**src/rtl/bag_pkg.sv**
```systemverilog
package bag_pkg;

   typedef enum logic [3:0] {
      OP_HOLD  = 4'd0,
      OP_MRST  = 4'd1,
      OP_CCLR  = 4'd2,
      OP_CLOAD = 4'd3,
      OP_CREAD = 4'd4,
      OP_CSTEP = 4'd5,
      OP_KCLR  = 4'd6,
      OP_KLOAD = 4'd7,
      OP_KREAD = 4'd8
   } bag_op_e;

endpackage

```
**src/rtl/bag_decode.sv**
```systemverilog
module bag_decode
   import bag_pkg::*;
#(
   parameter bit LOOP_EN = 1'b1
) (
   input  logic    mrst_n,
   input  logic    sel_cnt,
   input  logic    op_clr,
   input  logic    op_load,
   input  logic    op_read,
   input  logic    op_step,
   input  logic    loop_zero,
   input  logic    irq_n,
   output bag_op_e op
);

   logic force_clr;

   generate
      if (LOOP_EN) begin : g_loop
         assign force_clr = loop_zero & ~irq_n;
      end else begin : g_noloop
         assign force_clr = loop_zero & 1'b0;
      end
   endgenerate

   always_comb begin
      op = OP_HOLD;
      if (!mrst_n) begin
         op = OP_MRST;
      end else if (sel_cnt) begin
         if (op_clr || force_clr) op = OP_CCLR;
         else if (op_load)        op = OP_CLOAD;
         else if (op_read)        op = OP_CREAD;
         else if (op_step)        op = OP_CSTEP;
      end else begin
         if (op_clr)              op = OP_KCLR;
         else if (op_load)        op = OP_KLOAD;
         else if (op_read)        op = OP_KREAD;
      end
   end

endmodule

```
**src/rtl/bag_step.sv**
```systemverilog
module bag_step #(
   parameter int AW    = 18,
   parameter int STYLE = 0
) (
   input  logic [AW-1:0] cnt,
   input  logic [AW-1:0] msk,
   input  logic [AW-1:0] mir,
   output logic [AW-1:0] nxt,
   output logic          term,
   output logic          full_after
);

   logic [AW-1:0] adv;

   initial begin
      if (STYLE != 0 && STYLE != 1) $fatal(1, "bag_step: STYLE must be 0 or 1");
   end

   generate
      if (STYLE == 0) begin : g_arith
         logic [AW-1:0] lsb_w;
         logic [AW-1:0] sum;
         assign lsb_w = msk & (~msk + {{(AW-1){1'b0}}, 1'b1});
         assign sum   = (cnt | ~msk) + lsb_w;
         assign adv   = (sum & msk) | (cnt & ~msk);
      end else begin : g_ripple
         always_comb begin
            logic carry;
            carry = 1'b1;
            for (int i = 0; i < AW; i++) begin
               if (msk[i]) begin
                  adv[i] = cnt[i] ^ carry;
                  carry  = carry & cnt[i];
               end else begin
                  adv[i] = cnt[i];
               end
            end
         end
      end
   endgenerate

   assign term       = (msk != '0) && ((cnt & msk) == msk);
   assign nxt        = term ? mir : adv;
   assign full_after = (msk != '0) && ((nxt & msk) == msk);

endmodule

```
**src/rtl/burst_addr_gen.sv**
```systemverilog
module burst_addr_gen
   import bag_pkg::*;
#(
   parameter int AW         = 18,
   parameter int STEP_STYLE = 0,
   parameter bit LOOP_EN    = 1'b1
) (
   input  logic          clk,
   input  logic          mrst_n,
   input  logic          sel_cnt,
   input  logic          op_clr,
   input  logic          op_load,
   input  logic          op_read,
   input  logic          op_step,
   input  logic          loop_zero,
   input  logic [AW-1:0] addr_in,
   output logic [AW-1:0] addr_out,
   output logic          irq_n
);

   localparam logic [AW-1:0] ALL_ONES = {AW{1'b1}};
   localparam logic [AW-1:0] ALL_ZERO = {AW{1'b0}};

   initial begin
      if (AW < 2 || AW > 32) $fatal(1, "burst_addr_gen: AW out of range 2..32");
   end

   bag_op_e       op;
   logic [AW-1:0] cnt_q, msk_q, mir_q;
   logic [AW-1:0] step_nxt;
   logic          step_term, step_full;

   bag_decode #(.LOOP_EN(LOOP_EN)) u_dec (
      .mrst_n    (mrst_n),
      .sel_cnt   (sel_cnt),
      .op_clr    (op_clr),
      .op_load   (op_load),
      .op_read   (op_read),
      .op_step   (op_step),
      .loop_zero (loop_zero),
      .irq_n     (irq_n),
      .op        (op)
   );

   bag_step #(.AW(AW), .STYLE(STEP_STYLE)) u_step (
      .cnt        (cnt_q),
      .msk        (msk_q),
      .mir        (mir_q),
      .nxt        (step_nxt),
      .term       (step_term),
      .full_after (step_full)
   );

   always_ff @(posedge clk) begin
      unique case (op)
         OP_MRST: begin
            cnt_q    <= ALL_ZERO;
            mir_q    <= ALL_ZERO;
            msk_q    <= ALL_ONES;
            irq_n    <= 1'b1;
            addr_out <= ALL_ZERO;
         end
         OP_CCLR: begin
            cnt_q <= cnt_q & ~msk_q;
            mir_q <= mir_q & ~msk_q;
            irq_n <= 1'b1;
         end
         OP_CLOAD: begin
            cnt_q <= addr_in;
            mir_q <= addr_in;
            irq_n <= 1'b1;
         end
         OP_CREAD: addr_out <= cnt_q;
         OP_CSTEP: begin
            cnt_q <= step_nxt;
            irq_n <= ~step_full;
         end
         OP_KCLR: begin
            msk_q <= ALL_ONES;
            irq_n <= 1'b1;
         end
         OP_KLOAD: begin
            msk_q <= addr_in;
            irq_n <= 1'b1;
         end
         OP_KREAD: addr_out <= msk_q;
         default: ;
      endcase
   end

   p_mrst_state_r1: assert property (@(posedge clk)
      !mrst_n |=> (irq_n && cnt_q == ALL_ZERO && mir_q == ALL_ZERO && msk_q == ALL_ONES))
      else $error("R1 master reset state wrong");

   p_load_both_r3: assert property (@(posedge clk) disable iff (!mrst_n)
      (op == OP_CLOAD) |=> (cnt_q == $past(addr_in) && mir_q == $past(addr_in)))
      else $error("R3 load mismatch");

   p_masked_fixed_r4: assert property (@(posedge clk) disable iff (!mrst_n)
      (op == OP_CSTEP && !step_term) |=> (((cnt_q ^ $past(cnt_q)) & ~msk_q) == ALL_ZERO))
      else $error("R4 masked bit changed");

   p_wrap_mirror_r5: assert property (@(posedge clk) disable iff (!mrst_n)
      (op == OP_CSTEP && step_term) |=> (cnt_q == $past(mir_q)))
      else $error("R5 wrap not to mirror");

   p_irq_release_r6: assert property (@(posedge clk) disable iff (!mrst_n)
      (op == OP_CCLR || op == OP_CLOAD || op == OP_KCLR || op == OP_KLOAD) |=> irq_n)
      else $error("R6 irq not released");

   p_hold_r7: assert property (@(posedge clk) disable iff (!mrst_n)
      (op == OP_HOLD) |=> ($stable(cnt_q) && $stable(msk_q) && $stable(mir_q)
                           && $stable(irq_n) && $stable(addr_out)))
      else $error("R7 hold changed state");

   p_readback_r8: assert property (@(posedge clk) disable iff (!mrst_n)
      (op == OP_CREAD) |=> (addr_out == $past(cnt_q)))
      else $error("R8 readback mismatch");

   p_mask_only_r9: assert property (@(posedge clk) disable iff (!mrst_n)
      (op == OP_KLOAD || op == OP_KCLR) |=> $stable(cnt_q))
      else $error("R9 counter touched by mask op");

endmodule

```
**config.mk**
```make
export PLATFORM = sky130hd
export DESIGN_NAME = burst_addr_gen
export DESIGN_NICKNAME = d
export VERILOG_FILES = /design/src/rtl/bag_pkg.sv /design/src/rtl/bag_decode.sv /design/src/rtl/bag_step.sv /design/src/rtl/burst_addr_gen.sv
export SDC_FILE = /design/constraint.sdc
export NUM_CORES = 1
export LEC_CHECK = 0
export ABC_AREA = 1
export ABC_CLOCK_PERIOD_IN_PS = 3230
export BUFFER_PORTS_ARGS = -buffer_cell sky130_fd_sc_hd__buf_2
export CORE_UTILIZATION = 30
export CTS_CLUSTER_DIAMETER = 120
export DETAILED_ROUTE_END_ITERATION = 7
export SYNTH_ARGS = -nofsm -noshare
export SYNTH_HDL_FRONTEND = slang
export SYNTH_SLANG_ARGS = --single-unit
```
**constraint.sdc**
```tcl
create_clock -name clk -period 3.23 [get_ports clk]
set_input_delay 0 -clock clk [delete_from_list [all_inputs] [get_ports clk]]
set_output_delay 0 -clock clk [all_outputs]
set_load 0.01 [all_outputs]
```
After elaboration in Yosys (flattened, before gate mapping)
Index checks and enable logic that the tools add are counted.
{ "op_classes": {"n_bitwise": 12, "n_eq_ne": 10, "n_mux": 15, "n_reduce_logical": 11, "addsub": 2} }
{ "op_table": {"columns": ["operator", "n"], "rows": [
  ["$and A18 B18 Y18", 6],
  ["$pmux W18 S3", 2],
  ["$pmux W18 S4", 1],
  ["$eq A18 B18 Y1", 2],
  ["$or A18 B18 Y18", 2],
  ["$pmux W18 S2", 1],
  ["$mux W4", 8],
  ["$add A18 B1 Y18 const B", 1],
  ["$add A18 B18 Y18", 1],
  ["$mux W18", 1],
  ["$not A18 Y18", 1],
  ["$reduce_bool A18 Y1", 1],
  ["$eq A4 B3 Y1 const B", 4],
  ["$eq A4 B2 Y1 const B", 2],
  ["$reduce_bool A3 Y1", 2],
  ["$reduce_or A5 Y1", 1],
  ["$eq A4 B1 Y1 const B", 1],
  ["$eq A4 B4 Y1 const B", 1],
  ["$reduce_bool A2 Y1", 2],
  ["$reduce_bool A4 Y1", 1],
  ["$mux W3", 1],
  ["$logic_and A1 B1 Y1", 2],
  ["$not A1 Y1", 2],
  ["$pmux W1 S2", 1],
  ["3 further kinds", 3]
]} }
{ "totals": {"reg_bits": 73} }

Depth between registers and ports, before layout
{ "depth": {"ltp_word": 12, "ltp_mapped": 22} }

Cells and area by module
A second synthesis with hierarchy kept.
{ "unflattened": {"cells_unflattened": 826, "hier_area_um2": 5693.0} }
{ "modules_own_cells": {"columns": ["mod", "area_each_um2", "cells_per_inst", "seq_area_each_um2", "instances"], "rows": [
  ["burst_addr_gen", 3464.6, 350, 2192.1, 1],
  ["bag_step", 2134.5, 453, 0.0, 1],
  ["bag_decode", 93.8, 23, 0.0, 1]
]} }

Worst setup path before layout
Ideal clock, no wire load.
{ "synth_timing": {"kind": "register to register", "start": "register msk_q[0]", "end": "register irq_n, data pin", "path_slack_ns": 0.505, "setup_time_ns": 0.264, "stages_incl_launch_ff": 21, "required_ns": 2.966, "arrival_ns": 2.461, "path_cell_list": "edfxtp_1 nor2_1 nand3_2 nor2_4 inv_1 nor2_1 nand2_1 nor3_1 ha_1 a21oi_1 nand2_1 a21oi_1 nand2_1 nand2_1 nand3_1 nand2_1 nand2_1 nand2_1 nand2_1 nor2_1 nand4_1"} }
{ "synth_between": {"elab_chain_len": 12, "word_cells_on_any_way": 18} }
{ "synth_rtl": {"columns": ["element", "line_no", "text"], "rows": [
  ["start: declaration", "burst_addr_gen.sv:29", "logic [AW-1:0] cnt_q, msk_q, mir_q;"],
  ["start signal: assignment", "burst_addr_gen.sv:83", "msk_q <= addr_in;"],
  ["$not A18 Y18", "bag_step.sv:23, bag_step.sv:24, bag_step.sv:25", null],
  ["$add A18 B1 Y18", "bag_step.sv:23", "assign lsb_w = msk & (~msk + {{(AW-1){1'b0}}, 1'b1});"],
  ["$and A18 B18 Y18", "bag_step.sv:23", null],
  ["$add A18 B18 Y18", "bag_step.sv:24", "assign sum = (cnt | ~msk) + lsb_w;"],
  ["$and A18 B18 Y18", "bag_step.sv:25", "assign adv = (sum & msk) | (cnt & ~msk);"],
  ["$or A18 B18 Y18", "bag_step.sv:25", null],
  ["$mux W18", "bag_step.sv:43", "assign nxt = term ? mir : adv;"],
  ["$and A18 B18 Y18", "bag_step.sv:44", "assign full_after = (msk != '0) && ((nxt & msk) == msk);"],
  ["$eq A18 B18 Y1", "bag_step.sv:44", null],
  ["$logic_and A1 B1 Y1 (*)", "bag_step.sv:44", null],
  ["$not A1 Y1 (*)", "burst_addr_gen.sv:76", "irq_n <= ~step_full;"],
  ["$pmux W1 S2 (*)", "burst_addr_gen.sv:55", "unique case (op)"],
  ["end signal: assignment", "burst_addr_gen.sv:76", null],
  ["end: declaration", "burst_addr_gen.sv:18", "output logic irq_n"]
]} }
Mark *: on every way between the ends. The rest lies on a longest branch, timed or not.
A chain may end at the register's enable or synchronous reset.

Worst setup path in the final report
{ "layout_timing": {"start": "register msk_q[1]", "end": "register irq_n, data pin"} }
The elaborated chain is that of the path after synthesis.

==> flow_metrics.py <==
metrics = {
    "outcome": {
        "status": "completed",
    },
    "power": {
        "ir_drop_mv": 0.212,
        "power_density_nw_per_um2": 412,
        "power_leakage_uw": 0.00303,
        "total_power_uw": 2630,
    },
    "synth": {
        "syn-mean-instance-area_um2": 7.37,
        "yosys_warnings": 0,
        "yosys-top-cells-area": "edfxtp_1 (42%), nand2_1 (17%), inv_1 (8.8%), nand3_1 (7.8%), ha_1 (4.8%)",
        "synth_top_area_frac": 0.417,
        "syn_area_um2": 5260,
        "synthCells": 714,
        "async_flop_share": 0,
        "synth_seq_cells": 73,
        "synth_top_area_cell": "edfxtp_1",
        "ys.flop_type": "edfxtp_1",
        "seq_area_frac_synth": 0.417,
        "post_synth_num_cell_types": 38,
        "synth-edff-count": 73,
        "synth_nets": 761,
    },
    "hold_path": {
        "holdPathEnd": "irq_n$_DFFE_PP_",
        "hold_depth": 5,
        "hold_class": "in -> reg",
        "hold_start": "sel_cnt",
    },
    "final_layout": {
        "n_fill_cell": 1826,
        "final_cells": 1030,
        "drive_above_1_share": 0.160,
        "syn_to_final_growth_pct": 21.4,
        "nNetsFinal": 847,
        "fin_util": 0.371,
        "diodes": 0,
    },
    "sta": {
        "period_minus_slack_ns": 2.97,
        "worst_hold_slack_ns": 0.247,
        "maxSlewViolCount": 0,
        "relSlewSlack": 0.480,
        "finalHoldViolations": 0,
        "worst_pin_slew_ns": 0.778,
        "post-route-period-util": 0.920,
        "setup_viol": 0,
        "fin_skew_ns": 0.0139,
        "max_freq_mhz": 337,
        "fin_ws_ns": 0.258,
    },
    "critical_path": {
        "crit_slowest_cell": "edfxtp_1",
        "worstPathArrival_ns": 3.08,
        "timing.rr.start": "msk_q[1]$_SDFFCE_PN1P_",
        "end_kind": "flip-flop",
        "path_cells": "nor2_2 -> nand3_2 -> nor2_4 -> inv_1 -> nor2_2 -> inv_1 -> nor2_1 -> ha_2 -> nand2_1 -> nand2_1 -> o21bai_1 -> nor2_1 -> nand2_1 -> nand2_1 -> nand3_1 -> nand2_1 -> nand2_2 -> nand2_1 -> nand2_1 -> nor2_1 -> nand4_1",
        "critPathKind": "reg -> reg",
        "cp_slowest_stage_delay_ns": 0.44,
        "worstRegToRegCells": 21,
        "crit_required_ns": 3.34,
        "crit_fanout": 7,
        "r2r-end": "irq_n$_DFFE_PP_",
        "r2r_slack_ns": 0.26,
        "worst_path_most_repeated_cell": "nand2_1",
        "startpoint_type": "flip-flop",
    },
    "detailed_routing": {
        "drtIter0Drc": 464,
        "drtAntennaViolNets": 0,
        "vias_per_cell": 4.81,
        "drc": 0,
        "vias": 4951,
        "dr.pass1.iters": 5,
        "drt_wl_total_um": 14800,
        "routedWlPerCell_um": 14.4,
    },
    "cts": {
        "clkSinkCount": 73,
        "worstSkewPairLatency_ns": 0.36,
        "clockBufferDepth": 2,
        "cts_tree": "built",
        "root_buffer": "clkbuf_16",
        "cts_buffers": 9,
        "h-tree-depth": 3,
        "clk_pin_slew_worst_paths_ns": 0.07,
    },
    "global_routing": {
        "antenna_found_initial": 0,
        "grt_use_total": 0.169,
        "overflow": 0,
        "grt_pass1_vias": 4710,
        "grt_pass1_wl_um": 23700,
        "grt_max_degree": 20,
    },
    "floorplanning": {
        "die_w_um": 134,
        "start_util": 0.305,
        "io_pins": 45,
        "die-area_um2": 18100,
        "num_rows": 48,
        "core_um2": 17200,
        "die_y_um": 134,
    },
    "place": {
        "hpwl_um": 11400,
        "preCtsSetupSlack_ns": 0.0498,
        "dp_cells": 993,
        "portBuffers": 44,
        "gp_congestion": 0.900,
    },
    "job": {
        "cap_violations": 0,
    },
}
-- critical path: cells and delay by family (launching register included) --
kind                       cells  cell delay (ns)
buffers and inverters          2             0.15
adders and majority gates      1             0.33
AOI/OAI and AO/OA              1             0.20
and+or+nand+nor               17             1.61
DFF                            1             0.44
-- registers in the layout (all words and copies together) (netlist names) --
register and flops:
addr_out 18, cnt_q 18, irq_n 1, mir_q 18, msk_q 18
-- what timing repair did --
item	4_1_cts	5_1_grt
gates resized for setup	0	21
hold buffers	18	0
setup buffers	0	3
setup endpoints to repair	0	5
endpoints found under the hold margin	29	0
-- worst max path at each step --
stage	start	endpoint	slack (ns)	cells past startpoint
2_1_floorplan	msk_q[0]$_SDFFCE_PN1P_	irq_n$_DFFE_PP_	0.50	20
3_3_place_gp	msk_q[1]$_SDFFCE_PN1P_	irq_n$_DFFE_PP_	0.15	20
3_5_place_dp	msk_q[3]$_SDFFCE_PN1P_	irq_n$_DFFE_PP_	0.05	20
4_1_cts	msk_q[3]$_SDFFCE_PN1P_	irq_n$_DFFE_PP_	0.04	20
5_1_grt	msk_q[1]$_SDFFCE_PN1P_	irq_n$_DFFE_PP_	-0.02	22
6_report	msk_q[1]$_SDFFCE_PN1P_	irq_n$_DFFE_PP_	0.26	21
-- cell type report --
class / count / area, µm² / share of cell area
repair buffers: 86 / 581 / 0.0909
clock buffers: 9 / 225 / 0.0353
well taps: 225 / 282 / 0.0441
inverters: 129 / 484 / 0.0758
flip-flops and latches: 73 / 2190 / 0.343
clock inverters: 7 / 52.6 / 0.00823
multi-input cells: 501 / 2570 / 0.403
-- per-stage QoR --
| step | cell area, µm² | setup TNS (ns) |
|---|---|---|
| after floorplan | 5260 | 0 |
| after global routing | 6390 | -0.0153 |
| final | 6390 | 0 |
| after detailed placement | 5840 | 0 |
| after global placement | 5840 | 0 |
| after CTS | 6300 | 0 |
-- logic make-up after synthesis --
group,Yosys count,share of synthesized area
AO/OA/AOI/OAI,77,0.0928
flip-flops,73,0.417
adder cells (fa/ha/maj),21,0.0514
buffers and inverters,140,0.107
AND/OR/NAND/NOR,403,0.332
-- Yosys cell counts, drive strengths merged (2+ instances only) --
master and number:
nand2 237, inv 128, nand3 85, edfxtp 73, nor2 58, ha 20
a21oi 18, o22ai 18, o21ai 15, nor3 11, o31ai 11, buf 9
o211ai 6, nand3b 5, o221ai 5, nand4 4, clkbuf 2, o21bai 2
-- where the power goes --
group	internal (µW)	switching (µW)	leakage (µW)	total (µW)
Clock	527	451	0.000137	979
Combinational	170	321	0.00218	491
Sequential	1130	31.5	0.000713	1160
Total	1830	804	0.00303	2630
-- cells in the final DEF (no fill, tap or decap), types with 2 or more instances in the layout --
cell type      synthesis  final
nand3_1               82     82
o211ai_1               6      6
o22ai_1               18     18
nor2_2                 6      9
nor2_4                 2      2
dlygate4sd3_1          0     18
nand4_1                4      4
clkbuf_16              0      9
nand2_2                3      7
inv_2                  4      7
nand3_2                2      2
nand3b_1               5      5
inv_1                124    121
o21bai_1               2      2
o31ai_1               11     11
nor3_2                 1      3
ha_1                  20     17
buf_4                  0     24
o221ai_1               5      5
nand2_1              234    230
nor3_1                 9      7
edfxtp_1              73     73
ha_2                   0      2
o21ai_0               11     10
o21ai_1                3      4
buf_2                  6     44
nor2_1                50     47
inv_6                  0      3
clkinv_2               0      2
a21oi_1               17     11
a21oi_2                1      7
-- routing by layer --
layer | part of all wire | up-vias | GRT usage
li1 | - | 2521 | -
met1 | 0.48 | 2258 | 0.227
met5 | 0 | - | 0
met4 | 0.027 | 0 | 0.0768
met3 | 0.041 | 24 | 0.0238
met2 | 0.45 | 148 | 0.268
Power figures use the tool's default switching activity.
